<file path="config.mk">
export PLATFORM = sky130hd
export DESIGN_NAME = lnk_pkt_tx
export DESIGN_NICKNAME = d
export VERILOG_FILES = /design/src/rtl/lnk_pkt_pkg.sv /design/src/rtl/lnk_hdr_ecc.sv /design/src/rtl/lnk_crc_chain.sv /design/src/rtl/lnk_slot_map.sv /design/src/rtl/lnk_pkt_tx.sv
export SDC_FILE = /design/constraint.sdc
export NUM_CORES = 1
export LEC_CHECK = 0
export BUFFER_PORTS_ARGS = -buffer_cell sky130_fd_sc_hd__buf_2
export CORE_AREA = 4 4 305 277
export DETAILED_ROUTE_END_ITERATION = 6
export DIE_AREA = 0 0 309 281
export PLACE_DENSITY_LB_ADDON = 0.2
export SKIP_LAST_GASP = 1
export SLEW_MARGIN = 20
export SYNTH_ARGS = -nofsm -noshare
export SYNTH_HDL_FRONTEND = slang
export SYNTH_SLANG_ARGS = --single-unit
</file>
<file path="constraint.sdc">
create_clock -name clk -period 22.1 [get_ports clk]
set_clock_uncertainty 0.15 [all_clocks]
set_input_delay 2.21 -clock clk [delete_from_list [all_inputs] [get_ports clk]]
set_output_delay 2.21 -clock clk [all_outputs]
set_load 0.1 [all_outputs]
</file>
<file path="src/rtl/lnk_pkt_pkg.sv">
// Shared definitions for the link packet transmitter: header geometry,
// slot classification type, header ECC and byte-wise CRC step.
// Assumes byte-wide lanes and a 16-bit word count.
package lnk_pkt_pkg;

    localparam int HDR_BYTES = 4;
    localparam int CRC_BYTES = 2;
    localparam int WC_W      = 16;
    localparam logic [7:0] LONG_ID_MIN = 8'h10;

    // Role of one lane slot in the current cycle.
    typedef enum logic [2:0] {
        K_ID   = 3'd0,
        K_WCL  = 3'd1,
        K_WCH  = 3'd2,
        K_ECC  = 3'd3,
        K_PAY  = 3'd4,
        K_CRCL = 3'd5,
        K_CRCH = 3'd6,
        K_PAD  = 3'd7
    } slot_t;

    // Six parity masks over the 24-bit header word.
    function automatic logic [7:0] hdr_ecc(input logic [23:0] hw);
        logic [23:0] m [6];
        logic [7:0]  e;
        m[0] = 24'hF12CB7;
        m[1] = 24'hF2555B;
        m[2] = 24'h749A6D;
        m[3] = 24'hB8E38E;
        m[4] = 24'hDF03F0;
        m[5] = 24'hEFFC00;
        e = 8'h00;
        for (int j = 0; j < 6; j++) e[j] = ^(hw & m[j]);
        return e;
    endfunction

    // Reflected CRC-16 (0x8408) advanced by one byte, LSB first.
    function automatic logic [15:0] crc_byte(input logic [15:0] c, input logic [7:0] b);
        logic [15:0] r;
        r = c ^ {8'h00, b};
        for (int i = 0; i < 8; i++) r = r[0] ? ((r >> 1) ^ 16'h8408) : (r >> 1);
        return r;
    endfunction

endpackage

</file>
<file path="src/rtl/lnk_hdr_ecc.sv">
// Header ECC generator: forms the 24-bit header word from the data ID
// and word count and produces the ECC byte. Purely combinational.
module lnk_hdr_ecc
    import lnk_pkt_pkg::*;
(
    input  logic [7:0]      id,
    input  logic [WC_W-1:0] wc,
    output logic [7:0]      ecc
);
    // Assemble header word and compute parity.
    always_comb ecc = hdr_ecc({wc, id});
endmodule

</file>
<file path="src/rtl/lnk_crc_chain.sv">
// CRC chain across lane slots: one CRC byte step per lane, each applied
// only when that slot carries a payload byte. Assumes payload slots within
// a cycle are contiguous and in lane order.
module lnk_crc_chain
    import lnk_pkt_pkg::*;
#(
    parameter int MAX_LANES = 8
) (
    input  logic [15:0]            seed,
    input  logic                   pay_en [MAX_LANES],
    input  logic [8*MAX_LANES-1:0] data,
    output logic [15:0]            crc_out
);
    logic [15:0] link [MAX_LANES+1];

    assign link[0] = seed;

    for (genvar s = 0; s < MAX_LANES; s++) begin : g_step
        // Advance the CRC through this slot's byte when it is payload.
        always_comb link[s+1] = pay_en[s] ? crc_byte(link[s], data[8*s +: 8]) : link[s];
    end

    assign crc_out = link[MAX_LANES];
endmodule

</file>
<file path="src/rtl/lnk_slot_map.sv">
// Slot classifier: given the stream position of lane 0, the active lane
// count and the packet geometry, labels every lane slot as a header byte,
// payload, CRC byte or pad, and flags payload presence and the final cycle.
module lnk_slot_map
    import lnk_pkt_pkg::*;
#(
    parameter int MAX_LANES = 8,
    parameter int CNT_W     = WC_W + 1,
    parameter int LN_W      = $clog2(MAX_LANES) + 1
) (
    input  logic [CNT_W-1:0] pos,
    input  logic [LN_W-1:0]  lanes_n,
    input  logic [WC_W-1:0]  wc,
    input  logic             is_long,
    output slot_t            kind [MAX_LANES],
    output logic             need_data,
    output logic             last
);
    logic [CNT_W-1:0]     pay_end;
    logic [CNT_W-1:0]     total;
    logic [MAX_LANES-1:0] pay_vec;

    // Packet boundaries in stream bytes.
    always_comb begin
        pay_end = CNT_W'(HDR_BYTES) + CNT_W'(wc);
        total   = is_long ? pay_end + CNT_W'(CRC_BYTES) : CNT_W'(HDR_BYTES);
    end

    for (genvar s = 0; s < MAX_LANES; s++) begin : g_slot
        logic [CNT_W-1:0] idx;
        assign idx = pos + CNT_W'(s);
        // Classify this slot by its stream position.
        always_comb begin
            if (LN_W'(s) >= lanes_n || idx >= total) kind[s] = K_PAD;
            else if (idx < CNT_W'(HDR_BYTES))        kind[s] = slot_t'({1'b0, idx[1:0]});
            else if (idx < pay_end)                  kind[s] = K_PAY;
            else if (idx == pay_end)                 kind[s] = K_CRCL;
            else                                     kind[s] = K_CRCH;
        end
        assign pay_vec[s] = (kind[s] == K_PAY);
    end

    // Payload presence and end-of-packet detection.
    always_comb begin
        need_data = |pay_vec;
        last      = (pos + CNT_W'(lanes_n)) >= total;
    end
endmodule

</file>
<file path="src/rtl/lnk_pkt_tx.sv">
// Multi-lane link packet transmitter top. Accepts a packet (ID + word
// count) while idle, then emits header, payload, CRC and pad bytes striped
// over 1/2/4/8 active byte lanes, one registered output cycle per step.
// Assumes lane_sel is only meaningful at acceptance; payload is supplied
// lane-aligned on cycles where app_ready is high.
module lnk_pkt_tx
    import lnk_pkt_pkg::*;
#(
    parameter int MAX_LANES = 8
) (
    input  logic                   clk,
    input  logic                   rst_n,
    input  logic [1:0]             lane_sel,
    input  logic                   app_valid,
    output logic                   app_ready,
    input  logic [7:0]             app_dtype,
    input  logic [WC_W-1:0]        app_wc,
    input  logic [8*MAX_LANES-1:0] app_data,
    output logic                   out_valid,
    output logic [8*MAX_LANES-1:0] out_data
);
    localparam int CNT_W = WC_W + 1;
    localparam int LN_W  = $clog2(MAX_LANES) + 1;

    logic                   busy;
    logic [CNT_W-1:0]       pos;
    logic [LN_W-1:0]        lanes_q;
    logic [LN_W-1:0]        lanes_req;
    logic [7:0]             id_q;
    logic [WC_W-1:0]        wc_q;
    logic [15:0]            crc_q;
    logic [15:0]            crc_end;
    logic [7:0]             ecc;
    logic                   is_long;
    logic                   need_data;
    logic                   last;
    logic                   accept;
    logic                   step;
    slot_t                  kind   [MAX_LANES];
    logic                   pay_en [MAX_LANES];
    logic [8*MAX_LANES-1:0] slot_bytes;

    // Decode requested lane count, clamped to the lanes that exist.
    always_comb begin
        int unsigned req;
        req = 32'd1 << lane_sel;
        lanes_req = (req > MAX_LANES) ? LN_W'(MAX_LANES) : LN_W'(req);
    end

    // Handshake and progress control.
    always_comb begin
        is_long   = (id_q >= LONG_ID_MIN);
        app_ready = !busy || need_data;
        accept    = !busy && app_valid;
        step      = busy && (!need_data || app_valid);
    end

    lnk_hdr_ecc u_ecc (
        .id  (id_q),
        .wc  (wc_q),
        .ecc (ecc)
    );

    lnk_slot_map #(
        .MAX_LANES (MAX_LANES),
        .CNT_W     (CNT_W),
        .LN_W      (LN_W)
    ) u_map (
        .pos       (pos),
        .lanes_n   (lanes_q),
        .wc        (wc_q),
        .is_long   (is_long),
        .kind      (kind),
        .need_data (need_data),
        .last      (last)
    );

    for (genvar s = 0; s < MAX_LANES; s++) begin : g_lane
        assign pay_en[s] = (kind[s] == K_PAY);
        // Select the byte driven on this lane slot.
        always_comb begin
            unique case (kind[s])
                K_ID:    slot_bytes[8*s +: 8] = id_q;
                K_WCL:   slot_bytes[8*s +: 8] = wc_q[7:0];
                K_WCH:   slot_bytes[8*s +: 8] = wc_q[15:8];
                K_ECC:   slot_bytes[8*s +: 8] = ecc;
                K_PAY:   slot_bytes[8*s +: 8] = app_data[8*s +: 8];
                K_CRCL:  slot_bytes[8*s +: 8] = crc_end[7:0];
                K_CRCH:  slot_bytes[8*s +: 8] = crc_end[15:8];
                default: slot_bytes[8*s +: 8] = 8'h00;
            endcase
        end
    end

    lnk_crc_chain #(
        .MAX_LANES (MAX_LANES)
    ) u_crc (
        .seed    (crc_q),
        .pay_en  (pay_en),
        .data    (app_data),
        .crc_out (crc_end)
    );

    // Packet state: capture on acceptance, advance position per step.
    always_ff @(posedge clk) begin
        if (!rst_n) begin
            busy    <= 1'b0;
            pos     <= '0;
            lanes_q <= LN_W'(1);
            id_q    <= '0;
            wc_q    <= '0;
            crc_q   <= 16'hFFFF;
        end else if (accept) begin
            busy    <= 1'b1;
            pos     <= '0;
            lanes_q <= lanes_req;
            id_q    <= app_dtype;
            wc_q    <= app_wc;
            crc_q   <= 16'hFFFF;
        end else if (step) begin
            pos   <= pos + CNT_W'(lanes_q);
            crc_q <= crc_end;
            if (last) busy <= 1'b0;
        end
    end

    // Registered lane output; zero on idle and stalled cycles.
    always_ff @(posedge clk) begin
        if (!rst_n) begin
            out_valid <= 1'b0;
            out_data  <= '0;
        end else begin
            out_valid <= step;
            out_data  <= step ? slot_bytes : '0;
        end
    end
endmodule

</file>
# Word level (Yosys, flattened, before mapping)
# Cells that the tools add are included.
dict set report classes {
  n_addsub 10
  order_cmp 35
  eq_ne 56
  shifts 1
  mux 117
  bitwise 73
  n_reduce_logical 34
}
# operator count
set op_table {}
lappend op_table {{2-to-1 mux 16 bit} 72}
lappend op_table {{case mux 8 bit (7 select lines)} 8}
lappend op_table {{inverter 2 -> 3 bit} 64}
lappend op_table {{greater-or-equal comparator 17 bit} 9}
lappend op_table {{parity 24 bit} 6}
lappend op_table {{== test 17 bit} 8}
lappend op_table {{less-than comparator 17 bit} 8}
lappend op_table {{less-than comparator 17 x 3 -> 1 bit, second input constant} 8}
lappend op_table {{XOR 16 x 8 -> 16 bit} 8}
lappend op_table {{== test 3 bit, second input constant} 24}
lappend op_table {{2-to-1 mux 3 bit} 24}
lappend op_table {{adder 17 x 3 -> 17 bit, second input constant} 4}
lappend op_table {{adder 17 x 2 -> 17 bit, second input constant} 3}
lappend op_table {{== test 3 x 2 -> 1 bit, second input constant} 16}
lappend op_table {{> comparator 32 x 4 -> 1 bit, second input constant} 1}
lappend op_table {{left shift 1 x 2 -> 32 bit, first input constant} 1}
lappend op_table {{== test 3 x 1 -> 1 bit, second input constant} 8}
lappend op_table {{logical NOT 3 bit} 8}
lappend op_table {{adder 17 x 1 -> 17 bit, second input constant} 1}
lappend op_table {{adder 17 x 4 -> 17 bit} 1}
lappend op_table {{adder 3 x 16 -> 17 bit, first input constant} 1}
lappend op_table {{2-to-1 mux 17 bit} 1}
lappend op_table {{greater-or-equal comparator 3 x 4 -> 1 bit, first input constant} 4}
lappend op_table {{2-to-1 mux 2 bit} 8}
lappend op_table {{13 further kinds} 30}
dict set report totals {
  regBits 127
  input_bits 93
  output_inout_bits 66
  word_cells 334
}

# Longest topological paths before layout
# Gate-level depths: netlist of the first run.
dict set report depth {
  ltp_word 145
  ltp_mapped 43
}

# Hierarchy
# Synthesis of the first run repeated with hierarchy kept, for this count alone.
dict set report hier_totals {
  cells_unflattened 3128
  area_unflattened_um2 25221.7
}
# module instances cells_each area_each_um2 seq_area_each_um2
set modules_own_cells {}
lappend modules_own_cells {lnk_slot_map 1 1378 10207.3 0.0}
lappend modules_own_cells {lnk_pkt_tx 1 891 8099.0 2542.4}
lappend modules_own_cells {lnk_crc_chain 1 820 6392.4 0.0}
lappend modules_own_cells {lnk_hdr_ecc 1 39 523.0 0.0}

# Least setup slack after synthesis of the first run
# No wires, ideal clock.
dict set report synth_path {
  path_type {flip-flop to flip-flop}
  from {reg wc_q[2]}
  to {reg out_data[19]}
  setup_ns 0.133
  arrival_time_ns 9.744
  t_required_ns 21.817
  slack_ns 12.073
  stages_incl_launch_ff 41
  n_path_buf 2
  cell_sequence {dfxtp_1 ha_1 and3_1 xnor2_1 nor3_1 nand2b_1 or2_2 nor3_1 nand2b_1 nor3_1 xnor2_1 nand2_1 ha_1 a21oi_1 nand2_1 a221o_1 nand3b_1 or2_1 [5 not listed] mux2_2 or3_1 a31oi_4 xnor2_2 xnor3_2 nor2_1 xnor3_1 or4b_1 nand4_1 xor2_1 mux2i_2 xnor3_2 xnor2_1 nor2_1 or2_1 buf_2 a221oi_1 nor2_1}
}
dict set report synth_via {
  elab_chain_len 87
  elab_cells_between_ends 202
}
# element line
set synth_rtl {}
lappend synth_rtl {{start, declared} lnk_pkt_tx.sv:30} ;# logic [WC_W-1:0] wc_q;
lappend synth_rtl {{start signal, assigned} lnk_pkt_tx.sv:118} ;# wc_q <= app_wc;
lappend synth_rtl {{adder 3 x 16 -> 17 bit *} lnk_slot_map.sv:25} ;# pay_end = CNT_W'(HDR_BYTES) + CNT_W'(wc);
lappend synth_rtl {{adder 17 x 2 -> 17 bit or == test 17 bit (tied branches)} {lnk_slot_map.sv:26, lnk_slot_map.sv:37}}
lappend synth_rtl {{2-to-1 mux 17 bit or 2-to-1 mux 2 bit (tied branches)} {lnk_slot_map.sv:26, lnk_slot_map.sv:37}}
lappend synth_rtl {{greater-or-equal comparator 17 bit or 2-to-1 mux 3 bit (tied branches)} {lnk_slot_map.sv:34, lnk_slot_map.sv:36}}
lappend synth_rtl {{logical OR 1 bit or 2-to-1 mux 3 bit (tied branches)} {lnk_slot_map.sv:34, lnk_slot_map.sv:35}}
lappend synth_rtl {{2-to-1 mux 3 bit} lnk_slot_map.sv:34} ;# if (LN_W'(s) >= lanes_n || idx >= total) kind[s] = K_PAD;
lappend synth_rtl {{== test 3 bit} {lnk_slot_map.sv:40, lnk_pkt_tx.sv:79}}
lappend synth_rtl {{2-to-1 mux 16 bit} lnk_crc_chain.sv:20} ;# always_comb link[s+1] = pay_en[s] ? crc_byte(link[s], data[8*s +: 8]) : link[s];
lappend synth_rtl {{[65 not listed]} n/a}
lappend synth_rtl {{2-to-1 mux 16 bit} lnk_crc_chain.sv:20}
lappend synth_rtl {{XOR 16 x 8 -> 16 bit} lnk_pkt_pkg.sv:41} ;# r = c ^ {8'h00, b};
lappend synth_rtl {{inverter 2 -> 3 bit (no source line)} n/a}
lappend synth_rtl {{2-to-1 mux 16 bit (7 in a row)} lnk_pkt_pkg.sv:42} ;# for (int i = 0; i < 8; i++) r = r[0] ? ((r >> 1) ^ 16'h8408) : (r >> 1);
lappend synth_rtl {{inverter 2 -> 3 bit (no source line)} n/a}
lappend synth_rtl {{2-to-1 mux 16 bit} lnk_pkt_pkg.sv:42}
lappend synth_rtl {{2-to-1 mux 16 bit} lnk_crc_chain.sv:20}
lappend synth_rtl {{case mux 8 bit (7 select lines)} lnk_pkt_tx.sv:82} ;# unique case (kind[s])
lappend synth_rtl {{end signal, assigned} lnk_pkt_tx.sv:134} ;# out_data <= step ? slot_bytes : '0;
lappend synth_rtl {{end, declared} lnk_pkt_tx.sv:20} ;# output logic [8*MAX_LANES-1:0] out_data
# Every way passes the cells marked *; elsewhere a longest branch is shown, timed or not.
# A chain may end at the register's enable or synchronous reset.

# Worst setup path in the final report of the first run
dict set report layout_path {
  from {reg wc_q[5]}
  to {reg out_data[17]}
}
dict set report layout_via {
  elab_chain_len 86
  elab_cells_between_ends 206
}
# element line
set layout_rtl {}
lappend layout_rtl {{adder 3 x 16 -> 17 bit *} lnk_slot_map.sv:25}
lappend layout_rtl {{adder 17 x 2 -> 17 bit or == test 17 bit (tied branches)} {lnk_slot_map.sv:26, lnk_slot_map.sv:37}}
lappend layout_rtl {{2-to-1 mux 17 bit or 2-to-1 mux 2 bit (tied branches)} {lnk_slot_map.sv:26, lnk_slot_map.sv:37}}
lappend layout_rtl {{greater-or-equal comparator 17 bit or 2-to-1 mux 3 bit (tied branches)} {lnk_slot_map.sv:34, lnk_slot_map.sv:36}}
lappend layout_rtl {{logical OR 1 bit or 2-to-1 mux 3 bit (tied branches)} {lnk_slot_map.sv:34, lnk_slot_map.sv:35}}
lappend layout_rtl {{2-to-1 mux 3 bit} lnk_slot_map.sv:34}
lappend layout_rtl {{== test 3 bit} {lnk_slot_map.sv:40, lnk_pkt_tx.sv:79}}
lappend layout_rtl {{2-to-1 mux 16 bit} lnk_crc_chain.sv:20}
lappend layout_rtl {{[67 not listed]} n/a}
lappend layout_rtl {{2-to-1 mux 16 bit} lnk_pkt_pkg.sv:42}
lappend layout_rtl {{2-to-1 mux 16 bit or inverter 2 -> 3 bit (tied branches) (2 in a row)} n/a}
lappend layout_rtl {{2-to-1 mux 16 bit (2 in a row)} lnk_pkt_pkg.sv:42}
lappend layout_rtl {{2-to-1 mux 16 bit or inverter 2 -> 3 bit (tied branches)} n/a}
lappend layout_rtl {{inverter 2 -> 3 bit (no source line) or 2-to-1 mux 16 bit (tied branches)} n/a}
lappend layout_rtl {{2-to-1 mux 16 bit (2 in a row)} lnk_pkt_pkg.sv:42}
lappend layout_rtl {{2-to-1 mux 16 bit} lnk_crc_chain.sv:20}
lappend layout_rtl {{case mux 8 bit (7 select lines)} lnk_pkt_tx.sv:82}
# Marked as above.

==> qor.yml, run 1 <==
worst_setup_path:
  end_kind: "flip-flop"
  crit-reg2reg-launch: "wc_q[5]"
  rr_worst_depth: 39
  rr_endpoint: "out_data[17]"
  critical-path-top-cell-by-count: "sky130_fd_sc_hd__xnor2_1"
  critical-path-slowest-cell: "sky130_fd_sc_hd__xnor2_1"
  required_ns: 22.35
  worstPathMaxFanout: 25
  critical-path-max-stage-delay_ns: 1.02
  worstPathArrival_ns: 13.23
  crit_path_start: "wc_q[5]"
  r2r_setup_slack_ns: 9.12
  startpoint_kind_of_the_worst_setup_timing_path: "flip-flop"
  classification_of_the_worst_setup_path: "reg2reg"
  critical_path.endpoint: "out_data[17]"
synth:
  fraction_of_synthesis_flops_using_an_asynchronous_set_or_reset_pin: 0
  mappedNetlistNets: 3517
  syn-instance-count: 3126
  synth_enable_flop_cells: 0
  synth.avg_cell_area_um2: 7.51
  synth_sequential_area_ratio: 0.108
  synthesis.area_um2: 23500
  synth.area.top_cells: "sky130_fd_sc_hd__ha_1, sky130_fd_sc_hd__dfxtp_1, sky130_fd_sc_hd__xnor2_1, sky130_fd_sc_hd__xor2_1, sky130_fd_sc_hd__nand2_1"
  dominantRegCellSynth: "sky130_fd_sc_hd__dfxtp_1"
  synth_cell_type_count: 102
  yosys_warnings: 0
  synth-seq-cells: 127
  synth_top_area_cell: "sky130_fd_sc_hd__ha_1"
  synth_largest_type_area_fraction: 0.158
detailed_routing:
  drt_pre_antenna_iters: 7
  via_count: 25209
  detail_route.drc_violations: 8
  wl_per_cell_um: 27.3
  dr.first_iter.drc_count: 3368
  vias_per_cell: 5.85
  post_drt_antenna_nets: 0
  wl_mm: 118
floorplanning:
  dieArea_um2: 86800
  floorplan.die.height_um: 281
  floorplan.initialDensity: 0.290
  placement_rows: 99
  fp.coreArea_um2: 81000
  die-width_um: 309
  top_level_ports: 159
clocking:
  root_buffer: "sky130_fd_sc_hd__clkbuf_16"
  clkSinkCount: 127
  cts_resized: 0
  clk_latency_ns: 0.49
  clk_path_buf_depth: 2
  cts_tree: "done"
  cts_setup_buffers: 0
  hold_buffers: 0
  clk_pin_slew_ns: 0.06
  cts.htree.levels: 4
  cts_made_buffers: 17
global_routing:
  gr-usage-all-layers: 0.263
  gr-total-overflow: 0
  grt_pass1_wl_mm: 168
  first_global_vias: 22967
  largest_net_degree_at_the_start_of_global_routing: 36
  antenna_found_initial: 7
layout:
  layout-area-overhead-vs-synth_pct: 12.0
  fin_nets: 3619
  multiInputGateArea_um2: 20000
  drive_above_1_share: 0.125
  finalInstanceArea_um2: 26300
  sequential_cell_area_um2: 2540
  fillerInstances: 8732
job:
  max_cap_violations: 0
timing:
  setup_repair_after_global_routing_missed_its_margin: "no"
  fin_hold_ws_ns: 0.393
  slew-limit-headroom: 0.142
  finalMaxSlewViolations: 0
  hold_viol: 0
  worst_pin_slew_ns: 1.28
  setup_violations: 0
  tns_ns: 0
  achievable-frequency_ghz: 0.0770
  layout_worst_path_cycle_share: 0.587
  crit_path_time_final_ns: 12.98
power:
  vdd.ir_drop.worst_v: 0.0000519
  p_per_area_nw_per_um2: 72.5
  power_mw: 1.90
  power.leakage_nw: 11.5
placed_design:
  finalWeightedCongestion: 0.981
  detailed_place.area_um2: 25700
  dp.final_hpwl_mm: 92.9
  portBuffers: 158
min_path:
  min-delay-path-class: "reg2reg"
outcome:
  status: "finished with violations"
  violated_checks: "DRC"
[final cells by class]
| cell class | instances | area share |
|---|---|---|
| Tap cell | 1060 | 0.0505 |
| Multi-Input combinational cell | 2752 | 0.762 |
| Timing Repair Buffer | 254 | 0.0575 |
| Inverter | 76 | 0.0109 |
| Clock buffer | 21 | 0.0183 |
| Sequential cell | 127 | 0.0968 |
| Antenna cell | 5 | 0.000476 |
| Clock inverter | 11 | 0.00405 |
[metal layers]
metal	wire length (um)	up-vias	global-route usage
li1	-	11592	-
met1	55200	12038	0.396
met2	47600	1412	0.375
met3	12000	165	0.0577
met4	2810	2	0.0643
met5	13	-	0
[Yosys cell counts (all sizes together), types with 28 or more instances]
master / number
nor2: 310
nand2: 307
ha: 297
xnor2: 255
a21oi: 224
o21ai: 172
xor2: 134
dfxtp: 127
clkbuf: 115
nor3: 83
nand3: 82
a21o: 81
inv: 76
nand4: 70
buf: 56
mux2i: 51
nand2b: 43
a21boi: 36
a31oi: 35
or3: 35
a211oi: 34
a221oi: 33
o211ai: 33
nor2b: 32
xnor3: 32
and2: 29
and3: 29
nor4: 29
a22oi: 28
[cell usage in the layout, fill, tap and decap left out, types with 11 or more instances in the layout]
master                      count
sky130_fd_sc_hd__nor3_1        81
sky130_fd_sc_hd__clkbuf_16     17
sky130_fd_sc_hd__o22ai_1       15
sky130_fd_sc_hd__buf_4         96
sky130_fd_sc_hd__mux2_2        14
sky130_fd_sc_hd__a22oi_1       28
sky130_fd_sc_hd__xnor2_2       13
sky130_fd_sc_hd__nor4_1        25
sky130_fd_sc_hd__o21ai_0      138
sky130_fd_sc_hd__a221oi_1      33
sky130_fd_sc_hd__or3_1         35
sky130_fd_sc_hd__mux2i_1       43
sky130_fd_sc_hd__a211o_1       17
sky130_fd_sc_hd__nand2b_1      43
sky130_fd_sc_hd__nand3_1       82
sky130_fd_sc_hd__a21boi_0      31
sky130_fd_sc_hd__nand4_1       70
sky130_fd_sc_hd__or2_2         15
sky130_fd_sc_hd__nand2_1      307
sky130_fd_sc_hd__dfxtp_1      127
sky130_fd_sc_hd__and2_1        28
sky130_fd_sc_hd__o21ai_1       30
sky130_fd_sc_hd__ha_1         297
sky130_fd_sc_hd__a31oi_1       31
sky130_fd_sc_hd__o21a_1        16
sky130_fd_sc_hd__or4_1         19
sky130_fd_sc_hd__a21o_1        81
sky130_fd_sc_hd__a211oi_1      28
sky130_fd_sc_hd__xnor2_1      242
sky130_fd_sc_hd__nor2_1       302
sky130_fd_sc_hd__a22o_1        11
sky130_fd_sc_hd__xor2_1       134
sky130_fd_sc_hd__inv_1         72
sky130_fd_sc_hd__xnor3_1       29
sky130_fd_sc_hd__a21oi_1      218
sky130_fd_sc_hd__nor2b_1       30
sky130_fd_sc_hd__buf_2        158
sky130_fd_sc_hd__o211ai_1      29
sky130_fd_sc_hd__and3_1        29
[through the flow]
step                      utilization  instances  setup WS, ns
final                           0.324       4306          9.12
after global routing            0.324       4303          8.48
after CTS                       0.324       4301          9.52
after detailed placement        0.317       4269          9.56
after global placement          0.317       4269          9.69
after floorplan                     -       3126         12.07
[how the worst min path moves through the flow]
| stage | start | to | slack (ns) | cells past startpoint |
|---|---|---|---|---|
| floorplan | crc_q[6] | crc_q[6] | 0.34 | 2 |
| global placement | crc_q[6] | crc_q[6] | 0.39 | 2 |
| detailed placement | crc_q[6] | crc_q[6] | 0.38 | 2 |
| CTS | crc_q[6] | crc_q[6] | 0.39 | 2 |
| global route | crc_q[6] | crc_q[6] | 0.45 | 2 |
| finish | crc_q[6] | crc_q[6] | 0.39 | 2 |
[logic make-up (layout without fill, tap and decap cells)]
kind of cell,Yosys count,in the layout,synth area share
adders and majority gates,298,298,0.159
DFF,127,127,0.108
muxes,71,71,0.0363
buffers and inverters,247,362,0.0410
AOI/OAI and AO/OA,819,819,0.232
xor gates and xnor gates,428,428,0.187
other,0,5,0
and+or+nand+nor,1136,1136,0.236
[flip-flops by register name, summed over array words and instances (netlist names)]
| register | flops |
|---|---|
| busy | 1 |
| out_data | 64 |
| id_q | 8 |
| pos | 17 |
| out_valid | 1 |
| lanes_q | 4 |
| crc_q | 16 |
| wc_q | 16 |
[where the power goes]
group | switching (mW) | total (mW) | internal (mW)
Sequential | 0.0240 | 0.262 | 0.238
Clock | 0.127 | 0.294 | 0.167
Combinational | 0.851 | 1.35 | 0.497
Total | 1.00 | 1.90 | 0.902
[critical path, delay by kind of cell (launching register included)]
family,cells,cell delay [ns]
mux,1,0.44
buf+inv,1,0.24
flops,1,0.76
compound gates,7,2.08
simple gates,18,4.86
fa+ha+maj,2,0.80
xor+xnor,10,3.52
No activity file was read; power rests on OpenSTA's default activity.
==> inputs of run 2 (changes only) <==
==> constraint.sdc (replaced) <==
create_clock -name clk -period 11.2 [get_ports clk]
set_clock_uncertainty 0.15 [all_clocks]
set_input_delay 1.12 -clock clk [delete_from_list [all_inputs] [get_ports clk]]
set_output_delay 1.12 -clock clk [all_outputs]
set_load 0.1 [all_outputs]
==> qor.yml, run 2 (synthesis results as in run 1) <==
power:
  combPwrFrac: 0.706
  share_seq_of_total_power: 0.127
  power.leakage_nw: 11.9
  switching_power_mw: 2.04
  p_per_area_nw_per_um2: 146
  p_sw_frac: 0.516
  vdd.ir_drop.worst_v: 0.000104
  power_mw: 3.95
  cell_internal_pwr_mw: 1.91
  clock_power_share: 0.167
detailed_routing:
  wl_mm: 119
  dr.first_iter.drc_count: 3148
  post_drt_antenna_nets: 0
  detail_route.drc_violations: 0
  via_count: 25298
  wl_per_cell_um: 27.1
  drt_pre_antenna_iters: 6
  vias_per_cell: 5.77
worst_setup_path:
  startpoint_kind_of_the_worst_setup_timing_path: "flip-flop"
  required_ns: 11.41
  worstPathArrival_ns: 10.95
  rr_endpoint: "out_data[44]"
  crit-reg2reg-launch: "wc_q[3]"
  critical-path-slowest-cell: "sky130_fd_sc_hd__or4_1"
  worstPathMaxFanout: 21
  classification_of_the_worst_setup_path: "reg2reg"
  end_kind: "flip-flop"
  rr_worst_depth: 34
  critical-path-max-stage-delay_ns: 0.55
  r2r_setup_slack_ns: 0.45
placed_design:
  detailedPlace.worstSlack_ns: 0.161
  dp.final_hpwl_mm: 93.1
  finalWeightedCongestion: 0.990
  portBuffers: 158
min_path:
  hold_path_startpoint: "pos[7]"
  min-delay-path-class: "reg2reg"
  hold_path_end: "pos[7]"
  hold_path_depth: 2
clocking:
  hold_buffers: 0
  cts_tree: "done"
  clk_path_buf_depth: 2
  clk_pin_slew_ns: 0.08
  clk_latency_ns: 0.51
  cts_made_buffers: 17
  clkSinkCount: 127
  root_buffer: "sky130_fd_sc_hd__clkbuf_16"
  cts.htree.levels: 4
job:
  max_cap_violations: 0
timing:
  setup_violations: 0
  final_worst_path_setup_slack_ns: 0.454
  hold_viol: 0
  slew-limit-headroom: 0.197
  achievable-frequency_ghz: 0.0931
  fin_hold_ws_ns: 0.417
  setup_repair_after_global_routing_missed_its_margin: "no"
  crit_path_time_final_ns: 10.75
  layout_worst_path_cycle_share: 0.959
  finalMaxSlewViolations: 0
  worst_pin_slew_ns: 1.20
  tns_ns: 0
layout:
  registers.top_by_ff_count: "out_data"
  drive_above_1_share: 0.152
  largest_register_ffs: 64
  layout_top_registers: "out_data x64, pos x17"
  most_common_cell_after_layout_fill_and_taps_aside: "sky130_fd_sc_hd__nand2_1"
  most_frequent_cells_in_the_layout: "sky130_fd_sc_hd__nand2_1, sky130_fd_sc_hd__nor2_1, sky130_fd_sc_hd__ha_1"
  layout-area-overhead-vs-synth_pct: 15.4
  finalCoreUtilization: 0.334
  fin_nets: 3702
floorplanning:
  placement_rows: 99
  floorplan.initialDensity: 0.290
  fp.coreArea_um2: 81000
  die-width_um: 309
  dieArea_um2: 86800
  floorplan.die.height_um: 281
  top_level_ports: 159
global_routing:
  gr-total-overflow: 0
  antenna_found_initial: 8
  largest_net_degree_at_the_start_of_global_routing: 34
  first_global_vias: 23383
  grt_pass1_wl_mm: 168
  gr-usage-all-layers: 0.265
outcome:
  status: "finished clean"
[run 2: what timing repair did]
action / CTS / global route
endpoints found under the setup margin: 0 / 77
setup buffers: 0 / 3
gates resized for setup: 0 / 27
hold endpoints to repair: 0 / 0
[run 2: layout make-up]
cell class	count	area (um^2)
Clock buffer	17	425
Antenna cell	2	5.00
Tap cell	1060	1330
Sequential cell	127	2540
Clock inverter	14	208
Inverter	76	285
Timing Repair Buffer	337	2150
Fill cell	8735	53900
Multi-Input combinational cell	2752	20100
[run 2: critical path, delay by kind of cell, from the launching register on]
family	cells	cell delay, ns
AOI/OAI and AO/OA	13	3.84
buffers and inverters	3	0.70
xor gates and xnor gates	5	1.12
DFF	1	0.36
and+or+nand+nor	11	3.76
adders and majority gates	2	0.61
[run 2: stage by stage]
step / area, um^2 / std cells
6_report: 27100 / 4385
5_1_grt: 27100 / 4384
4_1_cts: 26900 / 4380
3_5_place_dp: 26300 / 4349
3_3_place_gp: 26300 / 4349
2_1_floorplan: 23500 / 3126
[run 2: worst max path at each step]
stage,end,from,depth (start not counted)
final,out_data[44],wc_q[3],34
after global routing,out_data[19],wc_q[2],39
after CTS,out_data[40],wc_q[2],39
after detailed placement,out_data[40],wc_q[2],39
after global placement,out_data[40],wc_q[2],39
after floorplan,out_data[19],wc_q[2],40
[run 2: power by group through the flow]
| stage | combinational [mW] | clock (mW) | sequential (mW) |
|---|---|---|---|
| after floorplan | 1.78 | 0 | 0.510 |
| after global placement | 2.66 | 0 | 0.510 |
| after detailed placement | 2.64 | 0 | 0.510 |
| after CTS | 2.65 | 0.674 | 0.500 |
| after global routing | 2.94 | 0.682 | 0.502 |
| final | 2.79 | 0.660 | 0.500 |
[run 2: per-layer routing]
layer | up-vias | GRT usage | share of wire
li1 | 11736 | - | -
met1 | 11973 | 0.383 | 0.45
met2 | 1359 | 0.385 | 0.41
met3 | 226 | 0.0696 | 0.11
met4 | 4 | 0.0762 | 0.030
met5 | - | 0 | 0.00023
